`config.mk`:
```
export PLATFORM = sky130hd
export DESIGN_NAME = locked_burst_writer
export DESIGN_NICKNAME = d
export VERILOG_FILES = /design/src/rtl/lbw_pkg.sv /design/src/rtl/lbw_fifo.sv /design/src/rtl/lbw_ctrl.sv /design/src/rtl/locked_burst_writer.sv
export SDC_FILE = /design/constraint.sdc
export NUM_CORES = 1
export LEC_CHECK = 0
export BUFFER_PORTS_ARGS = -buffer_cell sky130_fd_sc_hd__buf_4
export CAP_MARGIN = 20
export CORE_MARGIN = 2
export CORE_UTILIZATION = 60
export DETAILED_ROUTE_END_ITERATION = 8
export PLACE_DENSITY = 0.78
export SETUP_SLACK_MARGIN = 0.15
export SYNTH_ARGS = -nofsm -noshare
export SYNTH_HDL_FRONTEND = slang
export SYNTH_SLANG_ARGS = --single-unit
```
`constraint.sdc`:
```
create_clock -name clk -period 3.4 [get_ports clk]
set_clock_uncertainty 0.2 [all_clocks]
set_input_delay 0.34 -clock clk [delete_from_list [all_inputs] [get_ports clk]]
set_output_delay 0.34 -clock clk [all_outputs]
set_load 0.02 [all_outputs]
```
`src/rtl/lbw_pkg.sv`:
```
package lbw_pkg;
    typedef enum logic [1:0] {
        ST_IDLE  = 2'd0,
        ST_REQ   = 2'd1,
        ST_BURST = 2'd2
    } wr_state_e;
endpackage

```
`src/rtl/lbw_fifo.sv`:
```
module lbw_fifo #(
    parameter int DATA_W = 8,
    parameter int DEPTH  = 16
) (
    input  logic              clk,
    input  logic              rst_n,
    input  logic              flush,
    input  logic              push,
    input  logic [DATA_W-1:0] push_data,
    input  logic              pop,
    output logic [DATA_W-1:0] head,
    output logic              empty,
    output logic              full,
    output logic              ovf_pulse
);
    localparam int PTR_W = (DEPTH > 1) ? $clog2(DEPTH) : 1;
    localparam int CNT_W = PTR_W + 1;

    typedef struct packed {
        logic [PTR_W-1:0] wp;
        logic [PTR_W-1:0] rp;
        logic [CNT_W-1:0] cnt;
    } fifo_s;

    fifo_s f_q, f_d;
    logic [DATA_W-1:0] mem [DEPTH];
    logic wr_en, rd_en;

    function automatic logic [PTR_W-1:0] ptr_inc(input logic [PTR_W-1:0] p);
        return (p == PTR_W'(DEPTH - 1)) ? '0 : p + 1'b1;
    endfunction

    assign empty     = (f_q.cnt == '0);
    assign full      = (f_q.cnt == CNT_W'(DEPTH));
    assign rd_en     = pop && !empty && !flush;
    assign wr_en     = push && !flush && (!full || rd_en);
    assign ovf_pulse = push && !flush && full && !rd_en;
    assign head      = mem[f_q.rp];

    always_comb begin
        f_d = f_q;
        if (flush) begin
            f_d = '0;
        end else begin
            if (wr_en) f_d.wp = ptr_inc(f_q.wp);
            if (rd_en) f_d.rp = ptr_inc(f_q.rp);
            if (wr_en && !rd_en) f_d.cnt = f_q.cnt + 1'b1;
            if (rd_en && !wr_en) f_d.cnt = f_q.cnt - 1'b1;
        end
    end

    always_ff @(posedge clk) begin
        if (!rst_n) f_q <= '0;
        else        f_q <= f_d;
    end

    always_ff @(posedge clk) begin
        if (wr_en) mem[f_q.wp] <= push_data;
    end
endmodule

```
`src/rtl/lbw_ctrl.sv`:
```
module lbw_ctrl
    import lbw_pkg::*;
#(
    parameter int              ADDR_W      = 32,
    parameter int              DATA_W      = 8,
    parameter int              FRAME_BYTES = 640 * 480 * 2,
    parameter logic [ADDR_W-1:0] BASE_ADDR = 32'h0010_0000
) (
    input  logic                clk,
    input  logic                rst_n,
    input  logic                frame_start,
    input  logic                bus_grant,
    input  logic                xfer_ack,
    input  logic                xfer_retry,
    input  logic                err_ack,
    input  logic                xfer_timeout,
    input  logic                fifo_empty,
    input  logic [DATA_W-1:0]   fifo_head,
    input  logic                fifo_ovf,
    output logic                fifo_pop,
    output logic                fifo_flush,
    output logic                bus_req,
    output logic                bus_sel,
    output logic                bus_seq,
    output logic [DATA_W/8-1:0] bus_be,
    output logic                bus_lock,
    output logic [ADDR_W-1:0]   bus_addr,
    output logic [DATA_W-1:0]   bus_wdata,
    output logic                frame_done,
    output logic                err_status,
    output logic                ovf_status
);
    localparam int BE_W  = DATA_W / 8;
    localparam int STEP  = BE_W;
    localparam int CNT_W = $clog2(FRAME_BYTES + 1);
    localparam logic [CNT_W-1:0] LAST_BEAT = CNT_W'(FRAME_BYTES - 1);

    typedef struct packed {
        wr_state_e         st;
        logic [ADDR_W-1:0] addr;
        logic [CNT_W-1:0]  cnt;
        logic              relock;
        logic              err;
        logic              ovf;
        logic              done;
    } ctrl_s;

    ctrl_s r_q, r_d;
    logic  beat;

    assign bus_sel    = (r_q.st == ST_BURST) && !fifo_empty;
    assign bus_req    = (r_q.st == ST_REQ);
    assign bus_lock   = (r_q.st == ST_BURST) || ((r_q.st == ST_REQ) && r_q.relock);
    assign bus_seq    = bus_sel && (r_q.cnt != LAST_BEAT);
    assign bus_be     = {BE_W{bus_sel}};
    assign bus_wdata  = bus_sel ? fifo_head : '0;
    assign bus_addr   = r_q.addr;
    assign frame_done = r_q.done;
    assign err_status = r_q.err;
    assign ovf_status = r_q.ovf;

    assign beat       = bus_sel && xfer_ack && !xfer_retry && !err_ack && !xfer_timeout;
    assign fifo_pop   = beat;
    assign fifo_flush = (r_q.st == ST_IDLE) && frame_start;

    always_comb begin
        r_d      = r_q;
        r_d.done = 1'b0;
        r_d.ovf  = r_q.ovf | fifo_ovf;
        unique case (r_q.st)
            ST_IDLE: begin
                if (frame_start) begin
                    r_d.st     = ST_REQ;
                    r_d.addr   = BASE_ADDR;
                    r_d.cnt    = '0;
                    r_d.err    = 1'b0;
                    r_d.ovf    = 1'b0;
                    r_d.relock = 1'b0;
                end
            end
            ST_REQ: begin
                r_d.relock = 1'b0;
                if (bus_grant) r_d.st = ST_BURST;
            end
            ST_BURST: begin
                if (err_ack || xfer_timeout) begin
                    r_d.st  = ST_IDLE;
                    r_d.err = 1'b1;
                end else if (xfer_retry) begin
                    r_d.st     = ST_REQ;
                    r_d.relock = bus_grant;
                end else if (beat) begin
                    r_d.addr = r_q.addr + ADDR_W'(STEP);
                    r_d.cnt  = r_q.cnt + 1'b1;
                    if (r_q.cnt == LAST_BEAT) begin
                        r_d.st   = ST_IDLE;
                        r_d.done = 1'b1;
                    end
                end
            end
            default: r_d.st = ST_IDLE;
        endcase
    end

    always_ff @(posedge clk) begin
        if (!rst_n) begin
            r_q <= '{st: ST_IDLE, addr: BASE_ADDR, cnt: '0,
                     relock: 1'b0, err: 1'b0, ovf: 1'b0, done: 1'b0};
        end else begin
            r_q <= r_d;
        end
    end
endmodule

```
`src/rtl/locked_burst_writer.sv`:
```
module locked_burst_writer #(
    parameter int                DATA_W      = 8,
    parameter int                ADDR_W      = 32,
    parameter int                FIFO_DEPTH  = 16,
    parameter int                FRAME_BYTES = 640 * 480 * 2,
    parameter logic [ADDR_W-1:0] BASE_ADDR   = 32'h0010_0000
) (
    input  logic                clk,
    input  logic                rst_n,
    input  logic                frame_start,
    input  logic                pix_valid,
    input  logic [DATA_W-1:0]   pix_data,
    input  logic                bus_grant,
    input  logic                xfer_ack,
    input  logic                xfer_retry,
    input  logic                err_ack,
    input  logic                xfer_timeout,
    output logic                bus_req,
    output logic                bus_sel,
    output logic                bus_seq,
    output logic [DATA_W/8-1:0] bus_be,
    output logic                bus_lock,
    output logic [ADDR_W-1:0]   bus_addr,
    output logic [DATA_W-1:0]   bus_wdata,
    output logic                frame_done,
    output logic                err_status,
    output logic                ovf_status
);
    logic              f_flush, f_pop, f_empty, f_full, f_ovf;
    logic [DATA_W-1:0] f_head;

    lbw_fifo #(.DATA_W(DATA_W), .DEPTH(FIFO_DEPTH)) fifo_i (
        .clk       (clk),
        .rst_n     (rst_n),
        .flush     (f_flush),
        .push      (pix_valid),
        .push_data (pix_data),
        .pop       (f_pop),
        .head      (f_head),
        .empty     (f_empty),
        .full      (f_full),
        .ovf_pulse (f_ovf)
    );

    lbw_ctrl #(
        .ADDR_W(ADDR_W), .DATA_W(DATA_W),
        .FRAME_BYTES(FRAME_BYTES), .BASE_ADDR(BASE_ADDR)
    ) ctrl_i (
        .clk          (clk),
        .rst_n        (rst_n),
        .frame_start  (frame_start),
        .bus_grant    (bus_grant),
        .xfer_ack     (xfer_ack),
        .xfer_retry   (xfer_retry),
        .err_ack      (err_ack),
        .xfer_timeout (xfer_timeout),
        .fifo_empty   (f_empty),
        .fifo_head    (f_head),
        .fifo_ovf     (f_ovf),
        .fifo_pop     (f_pop),
        .fifo_flush   (f_flush),
        .bus_req      (bus_req),
        .bus_sel      (bus_sel),
        .bus_seq      (bus_seq),
        .bus_be       (bus_be),
        .bus_lock     (bus_lock),
        .bus_addr     (bus_addr),
        .bus_wdata    (bus_wdata),
        .frame_done   (frame_done),
        .err_status   (err_status),
        .ovf_status   (ovf_status)
    );

    logic unused_full;
    assign unused_full = f_full;
endmodule

```
==> impl_metrics.toml <==
[routing]
drc_errors = 0
wl_met2_um = 9840
met3WireLength_um = 1490
top_layer_used = "met5"
firstDrtPassIters = 5
num_vias = 5838
detail-route-antenna-nets = 0
viasPerCell = 6.31
drt_iter0_drc = 599
drt-total-wl_um = 19500
met1_length_um = 7840
wl_per_cell_um = 21.1

[cells_and_area]
syn2layout_area_growth_pct = 13.7
n_antenna_cell = 0
final-seq-area_um2 = 5350
finalInstanceArea_um2 = 10100
final_nets = 753
multiInputGateArea_um2 = 3130
fillCellCount = 980
drive_gt1_share_pct = 21.1

[grt]
first_global_vias = 5898
grt-ovfl-total = 0
antenna_found_initial = 1
grt_first_pass_wirelength_um = 31600
grt_usage_pct = 25.2
grt_max_degree = 34

[floorplanning]
start_util_pct = 61.3
core_um2 = 14500
die_w_um = 126
die_y_um = 126
pin_count = 65
fp-row-count = 44
die_area_um2 = 15800

[sta]
fin_crit_sh_pct = 89.6
finalHoldViolations = 0
maxSlewViolCount = 0
setup_tns_ns = 0
fmax_ghz = 0.328
maxSlewHeadroom_pct = 35.4
fin_crit_ns = 3.05
worstMarginPinSlew_ns = 0.968
grt_setup_unrepaired = "no"
finalSetupViolations = 0

[critical_path]
worstPathArrival_ns = 2.51
worst-setup-path-type = "flop to primary output"
crit_fanout = 15
crit_path_end_kind = "primary output"
start_kind = "flop"
cp.required_ns = 2.86

[synthesis]
synth_cells = 682
synth_adder_area_share_pct = 1.26
synth_top_family_by_area = "simple AND/OR/NAND/NOR gates"
yosys-top-cells-area = "edfxtp_1, dfxtp_1, mux4_2"
async_flop_share_pct = 0
synth_top_flop_cell = "edfxtp_1"
seq_area_frac_synth_pct = 60.0
syn_area_per_cell_um2 = 13.1
synth_xor_area_share_pct = 3.34
syn_nets = 708
synth_top_cell_by_area = "edfxtp_1"
synth-simple-area-share_pct = 11.7
ys_types = 52
synth_compound_area_share_pct = 8.25
syn_area_um2 = 8900
synthMuxAreaShare_pct = 10.5
ys_seq_elements = 203
synth_warnings = 0
synth_top_area_share_pct = 43.2
synth-edff-count = 128

[cts]
h-tree-depth = 1
cts.sinks = 203
cts_setup_buffers = 0
clk_latency_ns = 0.48
cts_buffers = 21
ctsLongestPathBuffers = 3
cts_tree = "done"
clk_pin_slew_worst_paths_ns = 0.06
root_buffer = "clkbuf_16"

[placement]
io_buffers = 64
gp_congestion = 0.846
place_area_um2 = 9350
dp_hpwl_um = 13000

[pwr]
power.leakage_nw = 3.33
power.density_nw_per_um2 = 501
vdd_drop_max_mv = 0.352

[outcome]
status = "finished, final reports clean"

[job]
drv_cap = 0

[min_path]
hp-class = "input port to flop"
state kept, by name (all words and copies together), names as in the netlist, named ones only:
register,cells
ctrl_i.frame_done,1
ctrl_i.err_status,1
fifo_i.f_q,13
ctrl_i.ovf_status,1
fifo_i.mem,128
ctrl_i.r_q,23
ctrl_i.bus_addr,32
cell type report:
class                           count  area share, %
Inverter                           20          0.741
Clock inverter                     12           1.12
Multi-Input combinational cell    397           30.9
Timing Repair Buffer               84           6.57
Sequential cell                   203           52.8
Clock buffer                       25           5.55
Tap cell                          184           2.27
cell usage in the layout, fill, tap and decap left out, types with 4 or more instances in the layout:
| cell | instances |
|---|---|
| xor2_1 | 15 |
| ha_1 | 9 |
| xnor2_1 | 19 |
| and4_1 | 4 |
| o2111ai_1 | 14 |
| clkinv_1 | 5 |
| clkinv_2 | 4 |
| nand3_1 | 15 |
| dfxtp_1 | 74 |
| nor4_1 | 4 |
| nand2_1 | 30 |
| clkbuf_16 | 22 |
| a211oi_1 | 6 |
| or4_1 | 5 |
| nand4_1 | 9 |
| o211ai_1 | 8 |
| and3_1 | 8 |
| nor3_1 | 12 |
| buf_4 | 74 |
| mux4_2 | 40 |
| inv_1 | 19 |
| a2111oi_0 | 5 |
| o21ai_0 | 22 |
| or3_1 | 14 |
| nor2b_1 | 10 |
| o21a_1 | 4 |
| nor2_1 | 57 |
| edfxtp_1 | 128 |
| and2_1 | 16 |
| dlygate4sd3_1 | 9 |
| a21oi_1 | 35 |
| o31ai_1 | 6 |
path summary, 6_finish.rpt:
| check | start | cells after the start | endpoint | slack [ns] |
|---|---|---|---|---|
| worst max-delay path | flop | 5 | bus_wdata[6] | 0.35 |
| worst min-delay path | pix_data[3] | 1 | fifo_i.mem[3][3]$_DFFE_PP_ | 0.007 |
| worst max register to register | ctrl_i.r_q[57]$_SDFFE_PN0P_ | 5 | fifo_i.mem[11][2]$_DFFE_PP_ | 0.36 |
| worst min register to register | ctrl_i.r_q[5]$_SDFFE_PN0P_ | 2 | ctrl_i.r_q[5]$_SDFFE_PN0P_ | 0.28 |
power by group:
part | internal (mW) | switching, mW
sequential | 2.63 | 0.0113
clock | 1.33 | 0.915
combinational | 0.0646 | 0.121
per-layer routing:
| layer | vias up | track usage, % |
|---|---|---|
| met5 | - | 0 |
| li1 | 2643 | - |
| met1 | 2893 | 35.1 |
| met3 | 35 | 4.67 |
| met2 | 265 | 41.9 |
| met4 | 2 | 6.14 |
synthesized netlist by cell type (2+ instances only):
library cell / count
edfxtp_1: 128
dfxtp_1: 75
nor2_1: 57
mux4_2: 40
a21oi_1: 35
buf_4: 33
nand2_1: 31
o21ai_0: 22
clkbuf_1: 21
inv_1: 19
xnor2_1: 19
and2_1: 16
nand3_1: 15
xor2_1: 15
o2111ai_1: 14
or3_1: 14
nor3_1: 13
nor2b_1: 10
ha_1: 9
nand4_1: 9
and3_1: 8
o211ai_1: 8
a211oi_1: 6
buf_2: 6
o31ai_1: 6
a2111oi_0: 5
or4_1: 5
and4_1: 4
nor3b_1: 4
nor4_1: 4
o21a_1: 4
mux2i_1: 3
a22oi_1: 2
buf_1: 2
nand2b_1: 2
nand3b_1: 2
kinds of logic after synthesis:
group           count (synthesis)
flops                         203
fa+ha+maj                       9
mux                            43
xor+xnor                       34
compound gates                111
buf+inv                        82
simple gates                  200
critical path, stage by stage (launching register included):
cell and delay, ns:
dfxtp_2 0.33, buf_4 0.30, mux4_2 0.62, mux4_2 0.46, nor2b_1 0.14, buf_4 0.15
timing repair:
item,in CTS,in global routing
endpoints found under the hold margin,110,0
setup endpoints to repair,0,64
hold buffers,9,0
resized for setup,0,2
per-stage QoR:
stage | cells | setup WS (ns) | power (mW) | util, % | hold slack [ns]
floorplan | 682 | 0.679 | 2.78 | - | 0.216
global placement | 879 | 0.451 | 2.86 | 64.3 | 0.256
detailed placement | 879 | 0.231 | 2.87 | 64.3 | 0.267
CTS | 925 | 0.217 | 5.11 | 69.6 | 0.00914
global route | 925 | 0.180 | 5.23 | 69.7 | 0.0253
finish | 925 | 0.354 | 5.08 | 69.7 | 0.00725
(Power assumes the default switching activity.)
